<file path="src/rtl/pecc_pkg.sv">
package pecc_pkg;
   localparam int unsigned WORD_DW   = 32;
   localparam int unsigned LANES     = WORD_DW / 8;
   localparam int unsigned MEM_W     = WORD_DW + LANES;
   localparam int unsigned WIDE_DW   = 2 * WORD_DW;
   localparam int unsigned HAM_W     = 7;
   localparam int unsigned CHK_W     = HAM_W + 1;
   localparam int unsigned CODE_LAST = WIDE_DW + HAM_W;

   typedef enum logic [1:0] {
      ST_IDLE,
      ST_ISS0,
      ST_ISS1,
      ST_LAST
   } ctl_state_e;

   // XOR of the code positions (powers of two excluded) of all set data bits
   function automatic logic [HAM_W-1:0] ham_fold(input logic [WIDE_DW-1:0] d);
      logic [HAM_W-1:0] acc;
      int unsigned k;
      acc = '0;
      k = 0;
      for (int unsigned p = 1; p <= CODE_LAST; p++) begin
         if ((p & (p - 1)) != 0) begin
            if (d[k]) acc = acc ^ HAM_W'(p);
            k++;
         end
      end
      return acc;
   endfunction

   // one-hot data mask for a syndrome that points at a data position
   function automatic logic [WIDE_DW-1:0] ham_flip(input logic [HAM_W-1:0] s);
      logic [WIDE_DW-1:0] m;
      int unsigned k;
      m = '0;
      k = 0;
      for (int unsigned p = 1; p <= CODE_LAST; p++) begin
         if ((p & (p - 1)) != 0) begin
            if (HAM_W'(p) == s) m[k] = 1'b1;
            k++;
         end
      end
      return m;
   endfunction
endpackage

</file>
<file path="src/rtl/pecc_par_gen.sv">
module pecc_par_gen #(
   parameter int unsigned DW = 32
) (
   input  logic [DW-1:0]   data_i,
   output logic [DW/8-1:0] par_o
);
   localparam int unsigned NLANE = DW / 8;

   if ((DW % 8) != 0 || DW == 0) begin : g_bad_dw
      $error("pecc_par_gen: DW must be a nonzero multiple of 8");
   end

   for (genvar g = 0; g < NLANE; g++) begin : g_lane
      assign par_o[g] = ~^data_i[8*g +: 8];
   end
endmodule

</file>
<file path="src/rtl/pecc_sec_enc.sv">
module pecc_sec_enc
   import pecc_pkg::*;
(
   input  logic [WIDE_DW-1:0] data_i,
   output logic [CHK_W-1:0]   chk_o
);
   logic [HAM_W-1:0] ham;

   always_comb begin
      ham   = ham_fold(data_i);
      chk_o = {(^data_i) ^ (^ham), ham};
   end
endmodule

</file>
<file path="src/rtl/pecc_sec_dec.sv">
module pecc_sec_dec
   import pecc_pkg::*;
(
   input  logic [WIDE_DW-1:0] data_i,
   input  logic [CHK_W-1:0]   chk_i,
   output logic [WIDE_DW-1:0] data_o,
   output logic [CHK_W-1:0]   syn_o,
   output logic               corr_o,
   output logic               uncorr_o
);
   logic [HAM_W-1:0] pos_syn;
   logic             ovr_mis;
   logic             in_range;

   always_comb begin
      pos_syn  = ham_fold(data_i) ^ chk_i[HAM_W-1:0];
      ovr_mis  = ^{data_i, chk_i};
      in_range = (32'(pos_syn) <= CODE_LAST);
      syn_o    = {ovr_mis, pos_syn};
      corr_o   = ovr_mis & in_range;
      uncorr_o = (syn_o != '0) & ~corr_o;
      data_o   = corr_o ? (data_i ^ ham_flip(pos_syn)) : data_i;
   end
endmodule

</file>
<file path="src/rtl/pecc_err_log.sv">
module pecc_err_log #(
   parameter int unsigned AW    = 10,
   parameter int unsigned CNT_W = 8,
   parameter int unsigned SYN_W = 8
) (
   input  logic             clk,
   input  logic             rst_n,
   input  logic             ev_ce,
   input  logic             ev_ue,
   input  logic [AW-1:0]    ev_addr,
   input  logic [SYN_W-1:0] ev_syn,
   input  logic             clr,
   output logic [CNT_W-1:0] ce_cnt,
   output logic [CNT_W-1:0] ue_cnt,
   output logic             log_vld,
   output logic [AW-1:0]    log_addr,
   output logic [SYN_W-1:0] log_syn
);
   localparam int unsigned   NCNT    = 2;
   localparam logic [CNT_W-1:0] CNT_TOP = '1;

   logic [NCNT-1:0]  ev_vec;
   logic [CNT_W-1:0] cnt_q [NCNT];

   assign ev_vec = {ev_ue, ev_ce};

   for (genvar g = 0; g < NCNT; g++) begin : g_cnt
      always_ff @(posedge clk) begin
         if (!rst_n) begin
            cnt_q[g] <= '0;
         end else if (ev_vec[g] && cnt_q[g] != CNT_TOP) begin
            cnt_q[g] <= cnt_q[g] + 1'b1;
         end
      end
   end

   assign ce_cnt = cnt_q[0];
   assign ue_cnt = cnt_q[1];

   always_ff @(posedge clk) begin
      if (!rst_n) begin
         log_vld  <= 1'b0;
         log_addr <= '0;
         log_syn  <= '0;
      end else if ((|ev_vec) && (!log_vld || clr)) begin
         log_vld  <= 1'b1;
         log_addr <= ev_addr;
         log_syn  <= ev_syn;
      end else if (clr) begin
         log_vld  <= 1'b0;
      end
   end
endmodule

</file>
<file path="src/rtl/pecc_mem_ctrl.sv">
module pecc_mem_ctrl
   import pecc_pkg::*;
#(
   parameter int unsigned ADDR_W = 10,
   parameter int unsigned CNT_W  = 8
) (
   input  logic              clk,
   input  logic              rst_n,
   input  logic              cfg_ecc_en,
   input  logic              req_valid,
   output logic              req_ready,
   input  logic              req_we,
   input  logic [ADDR_W-1:0] req_addr,
   input  logic [63:0]       req_wdata,
   output logic              rsp_valid,
   output logic [63:0]       rsp_rdata,
   output logic              rsp_corrected,
   output logic              rsp_uncorr,
   output logic              mem_en,
   output logic              mem_we,
   output logic [ADDR_W-1:0] mem_addr,
   output logic [35:0]       mem_wdata,
   input  logic [35:0]       mem_rdata,
   output logic              par_fatal,
   output logic [CNT_W-1:0]  ce_count,
   output logic [CNT_W-1:0]  ue_count,
   output logic              log_valid,
   output logic [ADDR_W-1:0] log_addr,
   output logic [7:0]        log_syndrome,
   input  logic              log_clr
);
   localparam int unsigned SYN_W = CHK_W;
   localparam int unsigned PAD_W = SYN_W - LANES;

   if (ADDR_W < 2) begin : g_bad_aw
      $error("pecc_mem_ctrl: ADDR_W must be at least 2");
   end
   if (CNT_W < 1) begin : g_bad_cw
      $error("pecc_mem_ctrl: CNT_W must be at least 1");
   end
   if (MEM_W != 36 || WIDE_DW != 64) begin : g_bad_geom
      $error("pecc_mem_ctrl: word geometry does not match the ports");
   end

   ctl_state_e          st_q, st_d;
   logic                op_we_q, op_ecc_q;
   logic [ADDR_W-1:0]   op_addr_q;
   logic [WIDE_DW-1:0]  op_wdata_q;
   logic [MEM_W-1:0]    lo_word_q;
   logic                accept, in_last;

   logic [CHK_W-1:0]    wr_chk;
   logic [LANES-1:0]    wr_par, rd_par, rd_mis;
   logic [WIDE_DW-1:0]  dec_data;
   logic [CHK_W-1:0]    dec_syn;
   logic                dec_corr, dec_uncorr;
   logic                ev_ce, ev_ue;
   logic [SYN_W-1:0]    ev_syn;

   assign req_ready = (st_q == ST_IDLE);
   assign accept    = req_valid & req_ready;
   assign in_last   = (st_q == ST_LAST);

   // ---------------- sequencing ----------------
   always_comb begin
      st_d = st_q;
      unique case (st_q)
         ST_IDLE: if (accept) st_d = ST_ISS0;
         ST_ISS0: st_d = op_ecc_q ? ST_ISS1 : (op_we_q ? ST_IDLE : ST_LAST);
         ST_ISS1: st_d = op_we_q ? ST_IDLE : ST_LAST;
         ST_LAST: st_d = ST_IDLE;
         default: st_d = ST_IDLE;
      endcase
   end

   always_ff @(posedge clk) begin
      if (!rst_n) begin
         st_q       <= ST_IDLE;
         op_we_q    <= 1'b0;
         op_ecc_q   <= 1'b0;
         op_addr_q  <= '0;
         op_wdata_q <= '0;
         lo_word_q  <= '0;
      end else begin
         st_q <= st_d;
         if (accept) begin
            op_we_q    <= req_we;
            op_ecc_q   <= cfg_ecc_en;
            op_addr_q  <= cfg_ecc_en ? {req_addr[ADDR_W-1:1], 1'b0} : req_addr;
            op_wdata_q <= req_wdata;
         end
         if (st_q == ST_ISS1) lo_word_q <= mem_rdata;
      end
   end

   // ---------------- write path ----------------
   pecc_sec_enc i_enc (
      .data_i (op_wdata_q),
      .chk_o  (wr_chk)
   );

   pecc_par_gen #(.DW(WORD_DW)) i_par_wr (
      .data_i (op_wdata_q[WORD_DW-1:0]),
      .par_o  (wr_par)
   );

   assign mem_en   = (st_q == ST_ISS0) || (st_q == ST_ISS1);
   assign mem_we   = mem_en & op_we_q;
   assign mem_addr = {op_addr_q[ADDR_W-1:1], op_addr_q[0] | (st_q == ST_ISS1)};

   always_comb begin
      if (st_q == ST_ISS1)
         mem_wdata = {wr_chk[CHK_W-1:LANES], op_wdata_q[WIDE_DW-1:WORD_DW]};
      else if (op_ecc_q)
         mem_wdata = {wr_chk[LANES-1:0], op_wdata_q[WORD_DW-1:0]};
      else
         mem_wdata = {wr_par, op_wdata_q[WORD_DW-1:0]};
   end

   // ---------------- read path ----------------
   pecc_par_gen #(.DW(WORD_DW)) i_par_rd (
      .data_i (mem_rdata[WORD_DW-1:0]),
      .par_o  (rd_par)
   );
   assign rd_mis = rd_par ^ mem_rdata[MEM_W-1:WORD_DW];

   pecc_sec_dec i_dec (
      .data_i   ({mem_rdata[WORD_DW-1:0], lo_word_q[WORD_DW-1:0]}),
      .chk_i    ({mem_rdata[MEM_W-1:WORD_DW], lo_word_q[MEM_W-1:WORD_DW]}),
      .data_o   (dec_data),
      .syn_o    (dec_syn),
      .corr_o   (dec_corr),
      .uncorr_o (dec_uncorr)
   );

   assign ev_ce  = in_last & op_ecc_q & dec_corr;
   assign ev_ue  = in_last & (op_ecc_q ? dec_uncorr : (|rd_mis));
   assign ev_syn = op_ecc_q ? dec_syn : {{PAD_W{1'b0}}, rd_mis};

   always_ff @(posedge clk) begin
      if (!rst_n) begin
         rsp_valid     <= 1'b0;
         rsp_rdata     <= '0;
         rsp_corrected <= 1'b0;
         rsp_uncorr    <= 1'b0;
         par_fatal     <= 1'b0;
      end else begin
         rsp_valid     <= in_last;
         rsp_corrected <= ev_ce;
         rsp_uncorr    <= ev_ue;
         if (in_last)
            rsp_rdata <= op_ecc_q ? dec_data : {{WORD_DW{1'b0}}, mem_rdata[WORD_DW-1:0]};
         if (in_last && !op_ecc_q && (|rd_mis))
            par_fatal <= 1'b1;
      end
   end

   // ---------------- event recording ----------------
   pecc_err_log #(.AW(ADDR_W), .CNT_W(CNT_W), .SYN_W(SYN_W)) i_log (
      .clk      (clk),
      .rst_n    (rst_n),
      .ev_ce    (ev_ce),
      .ev_ue    (ev_ue),
      .ev_addr  (op_addr_q),
      .ev_syn   (ev_syn),
      .clr      (log_clr),
      .ce_cnt   (ce_count),
      .ue_cnt   (ue_count),
      .log_vld  (log_valid),
      .log_addr (log_addr),
      .log_syn  (log_syndrome)
   );
endmodule

</file>
<file path="config.mk">
export PLATFORM = sky130hd
export DESIGN_NAME = pecc_mem_ctrl
export DESIGN_NICKNAME = d
export VERILOG_FILES = /design/src/rtl/pecc_pkg.sv /design/src/rtl/pecc_par_gen.sv /design/src/rtl/pecc_sec_enc.sv /design/src/rtl/pecc_sec_dec.sv /design/src/rtl/pecc_err_log.sv /design/src/rtl/pecc_mem_ctrl.sv
export SDC_FILE = /design/constraint.sdc
export NUM_CORES = 1
export LEC_CHECK = 0
export ABC_AREA = 0
export BUFFER_PORTS_ARGS = -buffer_cell sky130_fd_sc_hd__buf_2
export CORE_MARGIN = 1
export CORE_UTILIZATION = 46
export DETAILED_ROUTE_END_ITERATION = 12
export HOLD_SLACK_MARGIN = 0.1
export PLACE_DENSITY = 0.73
export SLEW_MARGIN = 30
export SYNTH_ARGS = -nofsm -noshare
export SYNTH_HDL_FRONTEND = slang
export SYNTH_SLANG_ARGS = --single-unit
</file>
<file path="constraint.sdc">
create_clock -name clk -period 4.38 [get_ports clk]
set_clock_uncertainty 0.2 [all_clocks]
set_input_delay 0.219 -clock clk [delete_from_list [all_inputs] [get_ports clk]]
set_output_delay 0.219 -clock clk [all_outputs]
set_load 0.02 [all_outputs]
</file>
==> impl_results.md <==
* Max-slew violation count at 0
* Most frequent cells in the layout: 266 x buf_2, 252 x xnor2_1, 201 x dfxtp_1
* P&R area growth vs syn at 28.2%
* GRT overflow at 0
* Clk slew on worst S/H paths at 0.06 ns
* Status: complete, no violations
* Final Util at between 60% and 70%
* Final HPWL DP at 25.5 mm
* CTS tree: done
* Wire per inst at 18.0 µm
* Core area at 0.0271 mm²
* Share of power burned in registers at a little over a quarter
* GRT met3 Usage at 4.68%
* Hold path cells at 2
* Post-CTS setup buffer count at 0
* Critical Path Slowest Stage Cell: dlygate4sd3_1
* Critical Path AT at 3.80 ns
* Final setup vio count at 0
* CP max stage delay at 0.54 ns
* Initial antenna violation count at 2
* Most common cell after layout, fill and taps aside: buf_2
* Via count at roughly 11,000
* DIE HEIGHT at 169 µm
* Final net count at between 1,500 and 2,000
* GPL Wtd Cong at 0.958
* Clock network fraction of design power at ~25%
* CTS sink count at 217
* Drt initial violations at 711
* HP Class: register to register
* Crit end category: register
* Max Cap Violations at 0
* CP Max Fanout at 8
* First drt pass iteration count at 5
* Dpl cells at 1,913
* Worst-Skew Late Latency at 0.52 ns
* First-pass GRT wire length at 59.2 mm
* H-tree Lvls at 1
* Total clock buffers created by CTS at 25
* Leakage at 6.47 nW
* Syn Nets at approximately 1,500
* Die Span X at 169 µm
* Worst path bufs/invs at 2
* Tcrit/Tclk final at between 80% and 90%
* Kind of critical path: input pin to register
* Startpoint Class: input pin
* WL final at 37.5 mm
* Number of global-route vias before repair at 11,000
* Pin count of the biggest net entering global routing at 105
* Sw frac at 39.4%
* Crit-path cells: dlygate4sd3_1 -> buf_2 -> xnor3_1 -> xnor2_2 -> xnor3_1 -> xnor2_2 -> xor3_2 -> o211ai_1 -> o311a_1 -> a21oi_2 -> o21ai_1
* Die area at about 0.028 mm²
* Mapped cell area at 0.0128 mm²
* Netlist cell types at 59
* Routing usage on met2 at a little over two fifths
* Fill cells at 2,224
* Total GRT Usage at 26.1%
* P_sw at 3.20 mW
* Top_reg_cell synth: dfxtp_1
* Comb pwr share at 48.1%
* I/O pin count at 268
* Final hold vios at 0
* Seq/Total Area, Yosys at 35.3%
* Post-DR vias/cell at 5.25
* Yosys warning count at 0
* Avg Cell Area, Syn at 9.38 µm²
* R2R cell count at 9
* Initial Util at 47.1%
* Cell Count, Final, Fillers Out at 2,084
* Fin crit period at 3.84 ns
* Port Buffers at 267
* Relative max-transition margin at between 40% and 50%
* Max Root-Sink Buffers at 3
* CTS resizes at 0
* Power per cell area at 497 mW/mm²
* Internal power at just under 5 mW
* Layout cells sized above 1 at 22.3%
* Met1 GRT Util at about a third
* Unrepaired setup endpoints after global routing: false
* Critical path depth at 11
* Busiest layer in global routing: met2
* Count of hold-fix buffers inserted at cts at 126
* CTS Root Cell: clkbuf_16
* Worst-case vdd ir drop at 0.408 mV
* Antenna Violating Nets Remaining at 0
* Async SR Flop Fraction at 0%
* Setup TNS at 0 ns
* # DRC at 0
* WP data required at 4.33 ns
* Row Count at 60
* Number of synthesized flops with an enable pin at 16
* Family with the most delay on the worst path: XOR/XNOR gates
* Syn Inst Count at approximately 1,400
* F_max at 260 MHz
* #FFs+latches synth at 217
* Actual slew at the worst max-slew pin at ~0.9 ns
[final timing paths]
kind	end	slack (ns)	start
worst max-delay path	i_log.cnt_q[1][6]$_SDFFCE_PN0P_	0.54	mem_rdata[20]
worst min-delay path	rsp_rdata[48]$_SDFFE_PN0P_	0.24	rsp_rdata[48]$_SDFFE_PN0P_
worst max register to register	i_log.cnt_q[1][6]$_SDFFCE_PN0P_	0.65	lo_word_q[25]$_SDFFE_PN0P_
worst min register to register	rsp_rdata[48]$_SDFFE_PN0P_	0.24	rsp_rdata[48]$_SDFFE_PN0P_
[routing by layer]
metal | routed length, µm | share of wire (%)
met4 | 1590 | 4.3
met2 | 17300 | 46
met1 | 16000 | 43
met5 | 9 | 0.024
met3 | 2590 | 6.9
[logic make-up after synthesis]
| group | count (synthesis) | synth area share [%] |
|---|---|---|
| simple gates | 389 | 14.7 |
| buf+inv | 115 | 3.83 |
| compound gates | 208 | 10.9 |
| fa+ha+maj | 6 | 0.588 |
| flops | 217 | 35.3 |
| xor+xnor | 341 | 27.8 |
| mux | 84 | 6.91 |
[metrics by stage]
step	worst slack (ns)	instance area (µm²)	power, mW	hold WS [ns]
floorplan	0.703	12800	4.98	0.156
global placement	0.652	14300	5.92	0.231
detailed placement	0.539	14300	5.98	0.236
CTS	0.555	16300	8.10	0.245
global route	0.351	16400	8.47	0.266
finish	0.537	16400	8.12	0.245
[power by group through the flow]
stage	Combinational (mW)	Sequential [mW]	Clock (mW)
6_report	3.91	2.18	2.04
5_1_grt	4.15	2.19	2.13
4_1_cts	3.86	2.18	2.06
3_5_place_dp	3.76	2.22	0
3_3_place_gp	3.70	2.22	0
2_1_floorplan	2.78	2.20	0
[sequential cells by signal, indices dropped and copies added (netlist names)]
name and cells:
i_log.cnt_q 16, i_log.log_addr 10, i_log.log_syn 8, i_log.log_vld 1
lo_word_q 36, op_addr_q 10, op_ecc_q 1, op_wdata_q 64
op_we_q 1, par_fatal 1, rsp_corrected 1, rsp_rdata 64
rsp_uncorr 1, rsp_valid 1, st_q 2
[area by class of cell]
type | instances | area, µm² | share of cell area (%)
Multi-Input combinational cell | 1028 | 7790 | 47.7
Sequential cell | 217 | 4500 | 27.5
Tap cell | 372 | 465 | 2.85
Clock buffer | 35 | 683 | 4.18
Timing Repair Buffer | 417 | 2780 | 17.0
Clock inverter | 9 | 103 | 0.627
Antenna cell | 1 | 2.50 | 0.0153
Inverter | 5 | 18.8 | 0.115
[cell usage after synthesis (all sizes together), types with 4 or more instances]
library cell | number | area share, %
mux2 | 33 | 2.9
xor2 | 46 | 3.2
nor4b | 4 | 0.27
o21ai | 73 | 2.9
nand2 | 200 | 5.9
ha | 6 | 0.59
a22oi | 32 | 1.9
dfxtp | 201 | 32
and3 | 9 | 0.44
or2 | 4 | 0.20
nor3 | 57 | 2.2
xnor2 | 257 | 18
nand3 | 9 | 0.35
edfxtp | 16 | 3.8
mux2i | 51 | 4.0
nand4 | 4 | 0.20
buf | 25 | 1.2
and2 | 6 | 0.29
nor2 | 19 | 0.56
clkbuf | 85 | 2.5
nor2b | 55 | 2.7
inv | 5 | 0.15
nor3b | 10 | 0.78
a21boi | 77 | 4.6
a21oi | 7 | 0.30
xnor3 | 35 | 6.2
[tightest hold or removal path: stages (launching register included)]
cell and delay, ns:
dfxtp_1 0.30, nand2_1 0.05, o21ai_1 0.05
Note: power is estimated with default switching activity, not from simulation.
